==> src/rtl/rcsr_pkg.sv <==
package rcsr_pkg;
  localparam int unsigned WORD_W = 32;

  localparam int unsigned BIT_POR      = 31;
  localparam int unsigned BIT_SOFT_POR = 30;
  localparam int unsigned BIT_SOFT_XIR = 29;
  localparam int unsigned BIT_BTN_POR  = 28;
  localparam int unsigned BIT_BTN_XIR  = 27;

  localparam logic [WORD_W-1:0] CLR1_MASK = (WORD_W'(1) << BIT_POR)
                                          | (WORD_W'(1) << BIT_BTN_POR)
                                          | (WORD_W'(1) << BIT_BTN_XIR);
  localparam logic [WORD_W-1:0] LOAD_MASK = (WORD_W'(1) << BIT_SOFT_POR)
                                          | (WORD_W'(1) << BIT_SOFT_XIR);
  localparam logic [WORD_W-1:0] FIRST_VAL = (WORD_W'(1) << BIT_POR);

  typedef enum logic {
    KIND_XIR = 1'b0,
    KIND_POR = 1'b1
  } req_kind_e;
endpackage

==> src/rtl/rcsr_addr_dec.sv <==
module rcsr_addr_dec #(
  parameter int unsigned ADDR_W  = 16,
  parameter int unsigned WIN_LG2 = 3,
  parameter logic [ADDR_W-1:0] BASE = 16'hF020
) (
  input  logic [ADDR_W-1:0] addr_i,
  output logic              hit_o
);
  logic [WIN_LG2-1:0] unused_low;
  assign unused_low = addr_i[WIN_LG2-1:0];
  assign hit_o = (addr_i[ADDR_W-1:WIN_LG2] == BASE[ADDR_W-1:WIN_LG2]);
endmodule

==> src/rtl/rcsr_first_trk.sv <==
module rcsr_first_trk (
  input  logic clk,
  input  logic por_i,
  input  logic rst_i,
  output logic first_o
);
  logic seen_q;

  always_ff @(posedge clk) begin
    if (por_i)      seen_q <= 1'b0;
    else if (rst_i) seen_q <= 1'b1;
  end

  assign first_o = rst_i & ~seen_q;

  // once a reset has been taken, only power-on forgets it
  a_r3_seen_sticky: assert property (@(posedge clk) disable iff (por_i)
    seen_q |=> seen_q);
endmodule

==> src/rtl/rcsr_status.sv <==
module rcsr_status
  import rcsr_pkg::*;
(
  input  logic              clk,
  input  logic              por_i,
  input  logic              rst_i,
  input  logic              first_i,
  input  logic              wr_i,
  input  logic [WORD_W-1:0] wd_i,
  input  logic              btn_por_i,
  input  logic              btn_xir_i,
  output logic [WORD_W-1:0] q_o
);
  logic [WORD_W-1:0] set_vec;

  always_comb begin
    set_vec = '0;
    set_vec[BIT_BTN_POR] = btn_por_i;
    set_vec[BIT_BTN_XIR] = btn_xir_i;
  end

  for (genvar i = 0; i < WORD_W; i++) begin : g_bit
    if (CLR1_MASK[i]) begin : g_clr1
      logic b_q;
      always_ff @(posedge clk) begin
        if (por_i)      b_q <= 1'b0;
        else if (rst_i) b_q <= first_i ? FIRST_VAL[i] : b_q;
        else            b_q <= (b_q & ~(wr_i & wd_i[i])) | set_vec[i];
      end
      assign q_o[i] = b_q;
    end else if (LOAD_MASK[i]) begin : g_load
      logic b_q;
      logic unused_set;
      assign unused_set = set_vec[i];
      always_ff @(posedge clk) begin
        if (por_i)      b_q <= 1'b0;
        else if (rst_i) b_q <= first_i ? FIRST_VAL[i] : b_q;
        else if (wr_i)  b_q <= wd_i[i];
      end
      assign q_o[i] = b_q;
    end else begin : g_none
      logic unused_wd;
      assign unused_wd = wd_i[i] ^ set_vec[i];
      assign q_o[i] = 1'b0;
    end
  end

  // a one written to the power-on cause clears it
  a_r4_clear_por: assert property (@(posedge clk) disable iff (rst_i || por_i)
    (wr_i && wd_i[BIT_POR]) |=> !q_o[BIT_POR]);
  // a button event wins over a same-cycle clear
  a_r7_btn_por_wins: assert property (@(posedge clk) disable iff (rst_i || por_i)
    btn_por_i |=> q_o[BIT_BTN_POR]);
  a_r7_btn_xir_wins: assert property (@(posedge clk) disable iff (rst_i || por_i)
    btn_xir_i |=> q_o[BIT_BTN_XIR]);
  // trigger bits follow the written value
  a_r5_soft_por_loaded: assert property (@(posedge clk) disable iff (rst_i || por_i)
    wr_i |=> (q_o[BIT_SOFT_POR] == $past(wd_i[BIT_SOFT_POR])));
endmodule

==> src/rtl/rcsr_req_gen.sv <==
module rcsr_req_gen
  import rcsr_pkg::*;
(
  input  logic clk,
  input  logic por_i,
  input  logic rst_i,
  input  logic wr_i,
  input  logic soft_por_i,
  input  logic soft_xir_i,
  output logic req_o,
  output logic kind_o
);
  logic      req_q;
  req_kind_e kind_q;

  always_ff @(posedge clk) begin
    if (por_i || rst_i) begin
      req_q  <= 1'b0;
      kind_q <= KIND_XIR;
    end else begin
      req_q <= wr_i & (soft_por_i | soft_xir_i);
      if (wr_i && soft_por_i)      kind_q <= KIND_POR;
      else if (wr_i && soft_xir_i) kind_q <= KIND_XIR;
    end
  end

  assign req_o  = req_q;
  assign kind_o = (kind_q == KIND_POR);
endmodule

==> src/rtl/rst_cause_reg.sv <==
module rst_cause_reg
  import rcsr_pkg::*;
#(
  parameter int unsigned ADDR_W  = 16,
  parameter int unsigned WIN_LG2 = 3,
  parameter logic [ADDR_W-1:0] BASE = 16'hF020
) (
  input  logic              clk,
  input  logic              por_i,
  input  logic              rst_i,
  input  logic [ADDR_W-1:0] addr_i,
  input  logic              wr_en_i,
  input  logic [WORD_W-1:0] wr_data_i,
  input  logic              rd_en_i,
  output logic [WORD_W-1:0] rd_data_o,
  input  logic              btn_por_i,
  input  logic              btn_xir_i,
  output logic              sys_rst_req_o,
  output logic              sys_rst_kind_o
);
  logic              hit;
  logic              wr_ok;
  logic              first;
  logic [WORD_W-1:0] word;
  logic [WORD_W-1:0] rd_q;

  rcsr_addr_dec #(.ADDR_W(ADDR_W), .WIN_LG2(WIN_LG2), .BASE(BASE)) u_dec (
    .addr_i (addr_i),
    .hit_o  (hit)
  );

  assign wr_ok = wr_en_i & hit;

  rcsr_first_trk u_first (
    .clk     (clk),
    .por_i   (por_i),
    .rst_i   (rst_i),
    .first_o (first)
  );

  rcsr_status u_stat (
    .clk       (clk),
    .por_i     (por_i),
    .rst_i     (rst_i),
    .first_i   (first),
    .wr_i      (wr_ok),
    .wd_i      (wr_data_i),
    .btn_por_i (btn_por_i),
    .btn_xir_i (btn_xir_i),
    .q_o       (word)
  );

  rcsr_req_gen u_req (
    .clk        (clk),
    .por_i      (por_i),
    .rst_i      (rst_i),
    .wr_i       (wr_ok),
    .soft_por_i (wr_data_i[BIT_SOFT_POR]),
    .soft_xir_i (wr_data_i[BIT_SOFT_XIR]),
    .req_o      (sys_rst_req_o),
    .kind_o     (sys_rst_kind_o)
  );

  always_ff @(posedge clk) begin
    if (por_i || rst_i) rd_q <= '0;
    else if (rd_en_i)   rd_q <= hit ? word : '0;
  end

  assign rd_data_o = rd_q;

  // a trigger write is followed by a request
  a_r8_req_follows: assert property (@(posedge clk) disable iff (rst_i || por_i)
    (wr_en_i && hit && (wr_data_i[BIT_SOFT_POR] || wr_data_i[BIT_SOFT_XIR]))
    |=> sys_rst_req_o);
  // power-on kind only when bit 30 was written
  a_r9_kind_por: assert property (@(posedge clk) disable iff (rst_i || por_i)
    (wr_en_i && hit && wr_data_i[BIT_SOFT_POR]) |=> sys_rst_kind_o);
  // a write outside the window leaves the word alone
  a_r10_miss_stable: assert property (@(posedge clk) disable iff (rst_i || por_i)
    (wr_en_i && !hit && !btn_por_i && !btn_xir_i) |=> $stable(word));
  // no request while power-on is held
  a_r1_no_req_por: assert property (@(posedge clk)
    por_i |=> !sys_rst_req_o);
endmodule

==> config.mk <==
export PLATFORM = sky130hd
export DESIGN_NAME = rst_cause_reg
export DESIGN_NICKNAME = d
export VERILOG_FILES = /design/src/rtl/rcsr_pkg.sv /design/src/rtl/rcsr_addr_dec.sv /design/src/rtl/rcsr_first_trk.sv /design/src/rtl/rcsr_status.sv /design/src/rtl/rcsr_req_gen.sv /design/src/rtl/rst_cause_reg.sv
export SDC_FILE = /design/constraint.sdc
export NUM_CORES = 1
export LEC_CHECK = 0
export BUFFER_PORTS_ARGS = -buffer_cell sky130_fd_sc_hd__buf_2
export CORE_MARGIN = 10
export CORE_UTILIZATION = 34
export CTS_BUF_LIST = sky130_fd_sc_hd__clkbuf_8
export CTS_CLUSTER_SIZE = 20
export DETAILED_ROUTE_END_ITERATION = 10
export HOLD_SLACK_MARGIN = 0.15
export PLACE_DENSITY = 0.91
export SLEW_MARGIN = 25
export SYNTH_ARGS = -nofsm -noshare
export SYNTH_HDL_FRONTEND = slang
export SYNTH_SLANG_ARGS = --single-unit
export TNS_END_PERCENT = 30
==> constraint.sdc <==
create_clock -name clk -period 2.3 [get_ports clk]
set_input_delay 0.345 -clock clk [delete_from_list [all_inputs] [get_ports clk]]
set_output_delay 0.345 -clock clk [all_outputs]
set_load 0.03 [all_outputs]
# == After elaboration in Yosys (flattened, before gate mapping) ==
# Cells that the tools add are included.
# word_totals
regBits,40
input_bits,55
out_inout_bits,34
word_cells,45
# op_classes
n_eq_ne,2
muxes,12
bitwise_logic,16
reduce_logical,6
# op_table
op,count
$mux 32,1
$eq 13x13->1 const B,1
$mux 1,11
$and 1x1->1,9
$not 1->1,4
$reduce_bool 2->1,2
$or 1x1->1,3
$logic_and 1x1->1,2
$ne 2x1->1 const B,1
$reduce_and 2->1,1
$logic_or 1x1->1,1

# == Depth between registers and ports, before layout ==
# Gate-level depths: netlist of the first run.
# depth
depth_word,7
depth_mapped,5
ltp_nobuf,4

# == Hierarchy ==
# Synthesis of the first run repeated with hierarchy kept, for this count alone.
# hier_totals
cells_unflattened,217
hier_area_um2,2011.9
# modules_own_cells
mod,n_inst,cells_each,area_each_um2
rst_cause_reg,1,145,1387.6
rcsr_status,1,57,464.2
rcsr_req_gen,1,7,78.8
rcsr_addr_dec,1,5,42.5
rcsr_first_trk,1,3,38.8

# == Worst setup path before layout of the first run ==
# OpenSTA, ideal clock, no wires.
# synth_path
path_type,input port to flip-flop
from,in addr_i[10]
to,reg u_req.kind_q (netlist: u_req.kind_o)
setup_time_ps,122
arrival_ps,1759
setup_slack_ps,418
cell_stages,5
path_buffers,1
cell_sequence,or4_4 -> or4_1 -> buf_2 -> o211ai_1 -> o21ai_1
# synth_between
elab_chain_cells,4
# synth_lines
element,line_no,text
from (decl),rst_cause_reg.sv:11,"input logic [ADDR_W-1:0] addr_i,"
$eq 13x13->1 *,rcsr_addr_dec.sv:11,assign hit_o = (addr_i[ADDR_W-1:WIN_LG2] == BASE[ADDR_W-1:WIN_LG2]);
$and 1x1->1 *,rst_cause_reg.sv:32,assign wr_ok = wr_en_i & hit;
$logic_and 1x1->1 (on tied branches),"rcsr_req_gen.sv:22, rcsr_req_gen.sv:23",
$mux 1 or $reduce_bool 2->1 (tied branches),--,
to (signal assigned),rcsr_req_gen.sv:19,kind_q <= KIND_XIR;
to (signal assigned),rcsr_req_gen.sv:22,if (wr_i && soft_por_i) kind_q <= KIND_POR;
to (signal assigned),rcsr_req_gen.sv:23,else if (wr_i && soft_xir_i) kind_q <= KIND_XIR;
to (decl),rcsr_req_gen.sv:14,req_kind_e kind_q;
# Mark *: on every way between the ends. The rest lies on a longest branch, timed or not.
# A chain may end at the register's enable or synchronous reset.

# == Final worst setup path of the first run ==
# Ends and elaborated chain as after synthesis.

==> results of run 1 <==
metal layers:
layer | global-route usage | share of wire
met5 | 0 | 0
met4 | 0.08291 | 0.038
met3 | 0.04241 | 0.16
met2 | 0.1000 | 0.41
met1 | 0.08651 | 0.40
sequential cells by signal (all words and copies together) (netlist names):
register / count
rd_data_o: 5
u_stat.g_bit.g_clr1.b_q: 3
u_req.req_o: 1
u_first.seen_q: 1
u_req.kind_o: 1
u_stat.g_bit.g_load.b_q: 2
cell type report:
class / count / area, sq um
Clock inverter: 1 / 3.754
Inverter: 4 / 15.01
Timing Repair Buffer: 31 / 155.1
Clock buffer: 3 / 41.29
Fill cell: 260 / 1306
Multi-Input combinational cell: 76 / 395.4
Sequential cell: 13 / 260.3
Tap cell: 28 / 35.03
layout by cell type, fill, tap and decap left out, types with 2 or more instances in the layout:
cell type  count
buf_2         31
nand3_1        7
inv_1          5
clkbuf_8       3
a22oi_1        3
a21oi_1        6
nand2b_1       6
o21ai_1        2
o211ai_1       3
nand3b_1       2
nor2_1         5
nand2_1        5
conb_1        27
dfxtp_1       13
worst max-delay path, cell delays in order:
cell      delay (ps)
buf_2            100
or4_4            530
or4_1            710
o211ai_1         230
o21ai_1           90
cells in the mapped netlist, drive strengths merged:
cell type  number  area (sq um)
nor2            5         18.77
nor3b           1         12.51
inv             4         15.01
nand4           1         6.260
nand4bb         1         11.26
o211ai          3         22.52
conb            1         3.750
nand2           5         18.77
or2             1         6.260
nand3b          2         15.01
or4             2         18.77
nor3            1         5.000
clkbuf          1         3.750
nand3           7         35.03
dfxtp          13         260.3
a21oi           6         30.03
a22oi           3         22.52
o21ai           3         15.01
and2            1         6.260
buf            28         207.7
nand2b          6         37.54
nor4            1         12.51
worst min-delay path by stage:
stage                     endpoint  slack (ps)  cells past startpoint
detailed placement   rd_data_o[30]         460                      2
global placement     rd_data_o[27]         460                      2
global route        u_first.seen_q         330                      2
floorplan           u_first.seen_q         420                      1
finish              u_first.seen_q         320                      2
CTS                 u_first.seen_q         310                      2
power groups by stage:
stage / registers (W) / logic, W / clock network, W
after CTS: 0.000234 / 0.000100 / 0.000203
after global routing: 0.000234 / 0.000112 / 0.000213
after detailed placement: 0.000239 / 0.000100 / 0
final: 0.000234 / 0.000102 / 0.000195
after floorplan: 0.000238 / 0.000112 / 0
after global placement: 0.000239 / 0.0000994 / 0
stage by stage:
stage	utilization	setup WS (ps)
global placement	0.3891	190.1
floorplan	-	418.5
finish	0.4095	420.8
CTS	0.4095	426.7
detailed placement	0.3891	161.8
global route	0.4095	349.4
kinds of logic (layout without fill, tap and decap cells):
group	after synthesis	count (layout)	synth area share
other	1	27	0.004780
AOI/OAI and AO/OA	15	15	0.1148
and+or+nand+nor	34	34	0.2600
buffers and inverters	33	39	0.2887
DFF	13	13	0.3317
==> impl_metrics.py, run 1 <==
metrics = {
    "place": {
        "gp_congestion": 0.7319,
        "dp.cells": 152,
        "place_hpwl_um": 1587,
        "portBuffers": 31,
        "placed_area_sq_um": 860.8,
    },
    "critical_path": {
        "startpoint_type": "primary input",
        "reg2reg_from": "u_first.seen_q",
        "cp.required_ps": 2420,
        "setup.worst_path.end": "u_req.kind_o",
        "r2r-end": "u_stat.g_bit[30].g_load.b_q",
        "crit_path_end_kind": "flop",
        "crit_type": "primary input to flop",
        "critPathLaunch": "addr_i[10]",
        "cp_max_fo": 9,
        "reg2reg_depth": 4,
        "ff2ff_setup_slack_ps": 1410,
        "worstPathArrival_ps": 2000,
    },
    "clock_network": {
        "cts_htree_levels": 1,
        "cts.path.max_buffers": 2,
        "cts_buffers": 3,
        "insertion_delay_ps": 240,
        "cts_hold_buf": 0,
        "cts_tree": "yes",
        "post_cts_buffers": 0,
        "clkSlewWorstSetupHoldPaths_ps": 50,
        "clock-sinks": 13,
        "cts_root_buffer": "clkbuf_8",
        "cts_resized": 0,
    },
    "pwr": {
        "intPower_w": 0.0003721,
        "power_w": 0.0005312,
        "seqPwrFrac": 0.441,
        "power_switching_w": 0.0001592,
        "p_clk_frac": 0.367,
        "p_leak_nw": 0.4401,
        "peakVddDrop_mv": 0.2847,
        "pwr_density_cell_nw_per_um2": 586.4,
        "combPwrFrac": 0.193,
        "swShare": 0.2996,
    },
    "run": {
        "maxCapViolCount": 0,
    },
    "timing": {
        "hold_viol_final": 0,
        "relSlewSlack": 0.6197,
        "holdWs_ps": 319.1,
        "rsz0062_at_grt": "false",
        "layout_worst_path_cycle_share": 0.8171,
        "worst_slew_pin_slew_ps": 565.7,
        "finalSetupViolCount": 0,
        "final.min_clock_period_ps": 1879,
        "tns_ps": 0,
        "clock_skew_ps": 1.609,
        "slew_viol_final": 0,
        "clock.fmax_mhz": 532.1,
    },
    "floorplanning": {
        "die-area_sq_um": 4629,
        "top_level_ports": 89,
        "die_y_um": 68.04,
        "design.core.area_sq_um": 2212,
        "die_x_um": 68.04,
        "rows": 17,
        "start_util": 0.3546,
    },
    "min_path": {
        "worstHoldStart": "por_i",
        "hold_path_class": "primary input to flop",
    },
    "yosys": {
        "avgSynthCellArea_sq_um": 8.172,
        "synth-seq-cells": 13,
        "netlist_area_sq_um": 784.5,
        "synth_cells": 96,
        "synth_cell_type_count": 25,
        "yosysSeqAreaShare": 0.3317,
        "ys_warn_count": 0,
    },
    "route": {
        "drt_iter0_drc": 29,
        "first_pass_iters": 5,
        "drc": 0,
        "wl_per_cell_um": 11.86,
        "postRouteAntennaNets": 0,
        "drt-total-wl_um": 1850,
        "num_vias": 656,
        "routed_via_density": 4.205,
    },
    "run_status": {
        "status": "completed",
    },
    "grt": {
        "grt_max_degree": 11,
        "antenna_found_initial": 0,
        "grt_overflow": 0,
        "grt_pass1_wl_um": 2608,
        "track_usage": 0.07844,
        "grt_pass1_vias": 627,
    },
    "cells_and_area": {
        "final_area_sq_um": 905.9,
        "finalNonFillerCells": 156,
        "final_layout_size_suffix_gt1_frac": 0.2969,
        "diodes": 0,
        "area_growth_pct": 15.47,
        "fin_nets": 184,
    },
}
(Power assumes the default switching activity.)
==> run 2, diff against run 1 <==
Settings changed: CORE_UTILIZATION 34 to 31, PLACE_DENSITY 0.91 to 0.88.
Clock period 2.3 ns to 1.6 ns, I/O delays scaled along.
==> impl_metrics.py, run 2 (synthesis results as in run 1) <==
metrics = {
    "critical_path": {
        "startpoint_type": "primary input",
        "worstPathArrival_ps": 1620,
        "reg2reg_depth": 4,
        "cp_max_fo": 7,
        "critPathLaunch": "addr_i[10]",
        "cp.required_ps": 1730,
        "setup.worst_path.end": "u_stat.g_bit[30].g_load.b_q",
        "reg2reg_from": "u_first.seen_q",
        "r2r-end": "u_stat.g_bit[30].g_load.b_q",
        "crit_path_end_kind": "flop",
        "crit_type": "primary input to flop",
        "ff2ff_setup_slack_ps": 710,
    },
    "place": {
        "gp_congestion": 0.7664,
        "place_ws_ps": -163.8,
        "place_hpwl_um": 1686,
        "portBuffers": 31,
        "placed_area_sq_um": 889.6,
        "dp.cells": 157,
    },
    "grt": {
        "met1_usage": 0.07546,
        "use_met3": 0.04944,
        "grt_pass1_wl_um": 3070,
        "use_met2": 0.1098,
        "grt_max_degree": 11,
        "grt_overflow": 0,
        "busiest_layer": "met2",
        "antenna_found_initial": 0,
        "grt_pass1_vias": 712,
        "track_usage": 0.07511,
    },
    "timing": {
        "worst_slack_ps": 108.3,
        "rsz0062_at_grt": "false",
        "final.min_clock_period_ps": 1492,
        "clock.fmax_mhz": 670.4,
        "slew_viol_final": 0,
        "hold_viol_final": 0,
        "clock_skew_ps": 3.587,
        "layout_worst_path_cycle_share": 0.9323,
        "finalSetupViolCount": 0,
    },
    "floorplanning": {
        "rows": 18,
        "die_x_um": 70.31,
        "die-area_sq_um": 4943,
        "start_util": 0.3196,
        "design.core.area_sq_um": 2455,
        "top_level_ports": 89,
        "die_y_um": 70.31,
    },
    "clock_network": {
        "insertion_delay_ps": 240,
        "cts_root_buffer": "clkbuf_8",
        "clkSlewWorstSetupHoldPaths_ps": 50,
        "post_cts_buffers": 0,
        "cts_htree_levels": 1,
        "cts.path.max_buffers": 2,
        "cts_hold_buf": 0,
        "cts_tree": "yes",
        "clock-sinks": 13,
        "cts_resized": 0,
        "cts_buffers": 3,
    },
    "cells_and_area": {
        "fin_nets": 187,
        "area_growth_pct": 19.14,
        "final_layout_size_suffix_gt1_frac": 0.3206,
        "layout_commonest_cell": "buf_2",
        "final_area_sq_um": 934.6,
        "nFillCells": 268,
        "layout_common_cells": "31 x buf_2, 27 x conb_1, 13 x dfxtp_1",
        "finalNonFillerCells": 161,
        "diodes": 0,
        "ff_latch_area_sq_um": 260.3,
        "multi_input_area_sq_um": 399.1,
        "largest_reg_flops": 5,
    },
    "pwr": {
        "intPower_w": 0.0005365,
        "seqPwrFrac": 0.438,
        "pwr_density_cell_nw_per_um2": 822.6,
        "p_clk_frac": 0.366,
        "combPwrFrac": 0.196,
        "swShare": 0.3022,
        "power_w": 0.0007688,
        "p_leak_nw": 0.4565,
        "power_switching_w": 0.0002323,
        "peakVddDrop_mv": 0.3698,
    },
    "route": {
        "drc": 0,
        "wl_per_cell_um": 12.13,
        "routed_via_density": 4.068,
        "drt-total-wl_um": 1953,
        "first_pass_iters": 4,
        "drt_iter0_drc": 32,
        "postRouteAntennaNets": 0,
        "num_vias": 655,
    },
    "min_path": {
        "hold_path_class": "primary input to flop",
    },
    "run_status": {
        "status": "completed",
    },
    "run": {
        "maxCapViolCount": 0,
    },
}
run 2: cell types whose count changed in the layout (fill, tap and decap cells not counted):
cell	before	now
or4_4	1	2
or4_1	1	0
buf_4	0	3
run 2: worst min-delay path by stage:
| stage | to | slack, ps | cells after the start | start |
|---|---|---|---|---|
| after CTS | u_first.seen_q | 210 | 2 | por_i |
| final | u_first.seen_q | 210 | 2 | por_i |
| after global routing | u_stat.g_bit[31].g_clr1.b_q | 220 | 2 | por_i |
| after global placement | rd_data_o[30] | 460 | 2 | rd_data_o[30] |
| after detailed placement | rd_data_o[30] | 460 | 2 | rd_data_o[30] |
| after floorplan | u_first.seen_q | 310 | 1 | por_i |
run 2: routing by layer:
metal | vias up | part of all wire
met5 | - | 0
met3 | 4 | 0.14
met1 | 272 | 0.42
li1 | 339 | -
met2 | 40 | 0.42
met4 | 0 | 0.020
run 2: worst max-delay path, stage by stage:
cell,delay (ps)
buf_2,100
or4_4,530
or4_4,490
a22oi_1,180
o21ai_1,80
run 2: final cells by class:
class,count,share of cell area
clock buffer,3,0.04418
timing repair buffer,34,0.1901
tap,30,0.04016
clock inverter,1,0.004016
sequential,13,0.2784
inverter,4,0.01606
multi-input combinational,76,0.4270
run 2: power groups by stage:
stage / combinational (W) / clock (W) / sequential, W
2_1_floorplan: 0.000161 / 0 / 0.000342
3_3_place_gp: 0.000145 / 0 / 0.000343
3_5_place_dp: 0.000148 / 0 / 0.000343
4_1_cts: 0.000148 / 0.000293 / 0.000337
5_1_grt: 0.000163 / 0.000310 / 0.000338
6_report: 0.000151 / 0.000281 / 0.000337
run 2: metrics by stage:
stage | TNS [ps] | util | hold slack [ps]
global placement | -776.5 | 0.3624 | 455.3
finish | 0 | 0.3807 | 209.8
detailed placement | -972.2 | 0.3624 | 457.2
floorplan | -244.7 | - | 312.4
CTS | 0 | 0.3807 | 207.3
global route | 0 | 0.3807 | 221.3
==> run 3, diff against run 2 <==
Settings changed: BUFFER_PORTS_ARGS -buffer_cell sky130_fd_sc_hd__buf_2 to default, CORE_UTILIZATION 31 to 55, DONT_BUFFER_PORTS from default to 1, PLACE_DENSITY 0.88 to 0.83.
==> impl_metrics.py, run 3 (synthesis results as in run 1) <==
metrics = {
    "timing": {
        "hold_viol_final": 0,
        "worst_slack_ps": 225.5,
        "layout_worst_path_cycle_share": 0.8591,
        "rsz0062_at_grt": "false",
        "clock_skew_ps": 1.333,
        "slew_viol_final": 0,
        "finalSetupViolCount": 0,
        "relSlewSlack": 0.6282,
        "final.min_clock_period_ps": 1375,
        "worst_slew_pin_slew_ps": 555.7,
        "clock.fmax_mhz": 727.5,
    },
    "place": {
        "gp_congestion": 0.7666,
        "place_ws_ps": -50.09,
        "portBuffers": 0,
        "place_hpwl_um": 1555,
        "placed_area_sq_um": 715.7,
    },
    "critical_path": {
        "crit_path_frequent_cell": "buf_4",
        "cpPeakStageDelay_ps": 520,
        "cp.required_ps": 1770,
        "cp_top_family": "simple AND/OR/NAND/NOR gates",
        "worstPathArrival_ps": 1550,
        "crit_path_end_kind": "flop",
        "critical-path-slowest-cell": "or4_4",
        "cp_max_fo": 6,
        "crit_buf_inv": 2,
        "crit_type": "primary input to flop",
        "startpoint_type": "primary input",
        "path_cells": "or4_4 > buf_4 > nor4_2 > buf_4 > nand3_1 > a21oi_1",
    },
    "cells_and_area": {
        "final_core_util": 0.6078,
        "ff_latch_area_sq_um": 260.3,
        "largest_reg_flops": 5,
        "layout_common_cells": "27 x conb_1, 13 x dfxtp_1, 7 x nand3_1",
        "final_layout_size_suffix_gt1_frac": 0.1058,
        "fin_nets": 160,
        "final_area_sq_um": 800.8,
        "layout_commonest_cell": "conb_1",
        "nFillCells": 132,
        "diodes": 0,
        "multi_input_area_sq_um": 399.1,
        "area_growth_pct": 2.073,
    },
    "grt": {
        "grt_pass1_vias": 622,
        "grt_pass1_wl_um": 2794,
        "antenna_found_initial": 0,
        "grt_max_degree": 11,
        "track_usage": 0.1006,
        "grt_overflow": 0,
    },
    "route": {
        "routed-wl-met3_um": 241,
        "drc": 0,
        "dr.max_layer_used": "met4",
        "drt_iter0_drc": 4,
        "routed_via_density": 4.773,
        "first_pass_iters": 4,
        "met2_length_um": 908,
        "postRouteAntennaNets": 0,
        "drt-total-wl_um": 1812,
        "num_vias": 568,
        "wl_per_cell_um": 15.23,
        "wl_met1_um": 641,
    },
    "run_status": {
        "status": "completed",
    },
    "clock_network": {
        "post_cts_buffers": 0,
        "cts_htree_levels": 1,
        "cts_root_buffer": "clkbuf_8",
        "clkSlewWorstSetupHoldPaths_ps": 60,
        "insertion_delay_ps": 240,
        "cts_tree": "yes",
        "cts.path.max_buffers": 2,
        "cts_buffers": 3,
        "clock-sinks": 13,
    },
    "floorplanning": {
        "die_y_um": 57.77,
        "die_x_um": 57.77,
        "top_level_ports": 89,
        "design.core.area_sq_um": 1318,
        "die-area_sq_um": 3337,
        "rows": 13,
        "start_util": 0.5954,
    },
    "pwr": {
        "peakVddDrop_mv": 0.5225,
        "p_leak_nw": 0.3396,
        "pwr_density_cell_nw_per_um2": 938.3,
    },
    "run": {
        "maxCapViolCount": 0,
    },
    "min_path": {
        "hold_path_class": "primary input to flop",
    },
}
## run 3: layer usage
layer / up-vias / track usage
met3: 2 / 0.05229
li1: 285 / -
met5: - / 0
met1: 244 / 0.08957
met4: 0 / 0.05034
met2: 37 / 0.1810
## run 3: cell type report
class,count,area share
multi-input combinational,76,0.4984
sequential,13,0.3250
timing repair buffer,7,0.07813
clock buffer,3,0.05156
tap,15,0.02344
inverter,4,0.01875
clock inverter,1,0.004688
## run 3: metrics by stage
| step | TNS [ps] | hold WS, ps | cells | power (W) |
|---|---|---|---|---|
| after floorplan | -244.7 | 312.4 | 122 | 0.0005026 |
| after global placement | -36.77 | 314.3 | 111 | 0.0004531 |
| after detailed placement | -283.7 | 316.8 | 111 | 0.0004548 |
| after CTS | 0 | 155.3 | 119 | 0.0007483 |
| after global routing | 0 | 167.2 | 119 | 0.0007680 |
| final | 0 | 153.3 | 119 | 0.0007514 |
## run 3: path summary, 6_finish.rpt
path | startpoint | to | slack (ps) | cells past startpoint
setup / recovery | addr_i[10] | rd_data_o[30] | 230 | 6
hold / removal | wr_data_i[29] | u_req.req_o | 150 | 2
setup reg to reg | u_first.seen_q | u_first.seen_q | 480 | 3
hold reg to reg | u_stat.g_bit[29].g_load.b_q | u_stat.g_bit[29].g_load.b_q | 480 | 2
## run 3: power by group
group	internal, W	switching [W]
clock network	0.000170	0.000121
logic	0.0000221	0.000102
registers	0.000331	0.00000516
## run 3: repair_timing
item,CTS,global route
hold endpoints to repair,4,0
gates resized for setup,0,0
hold buffers,4,0
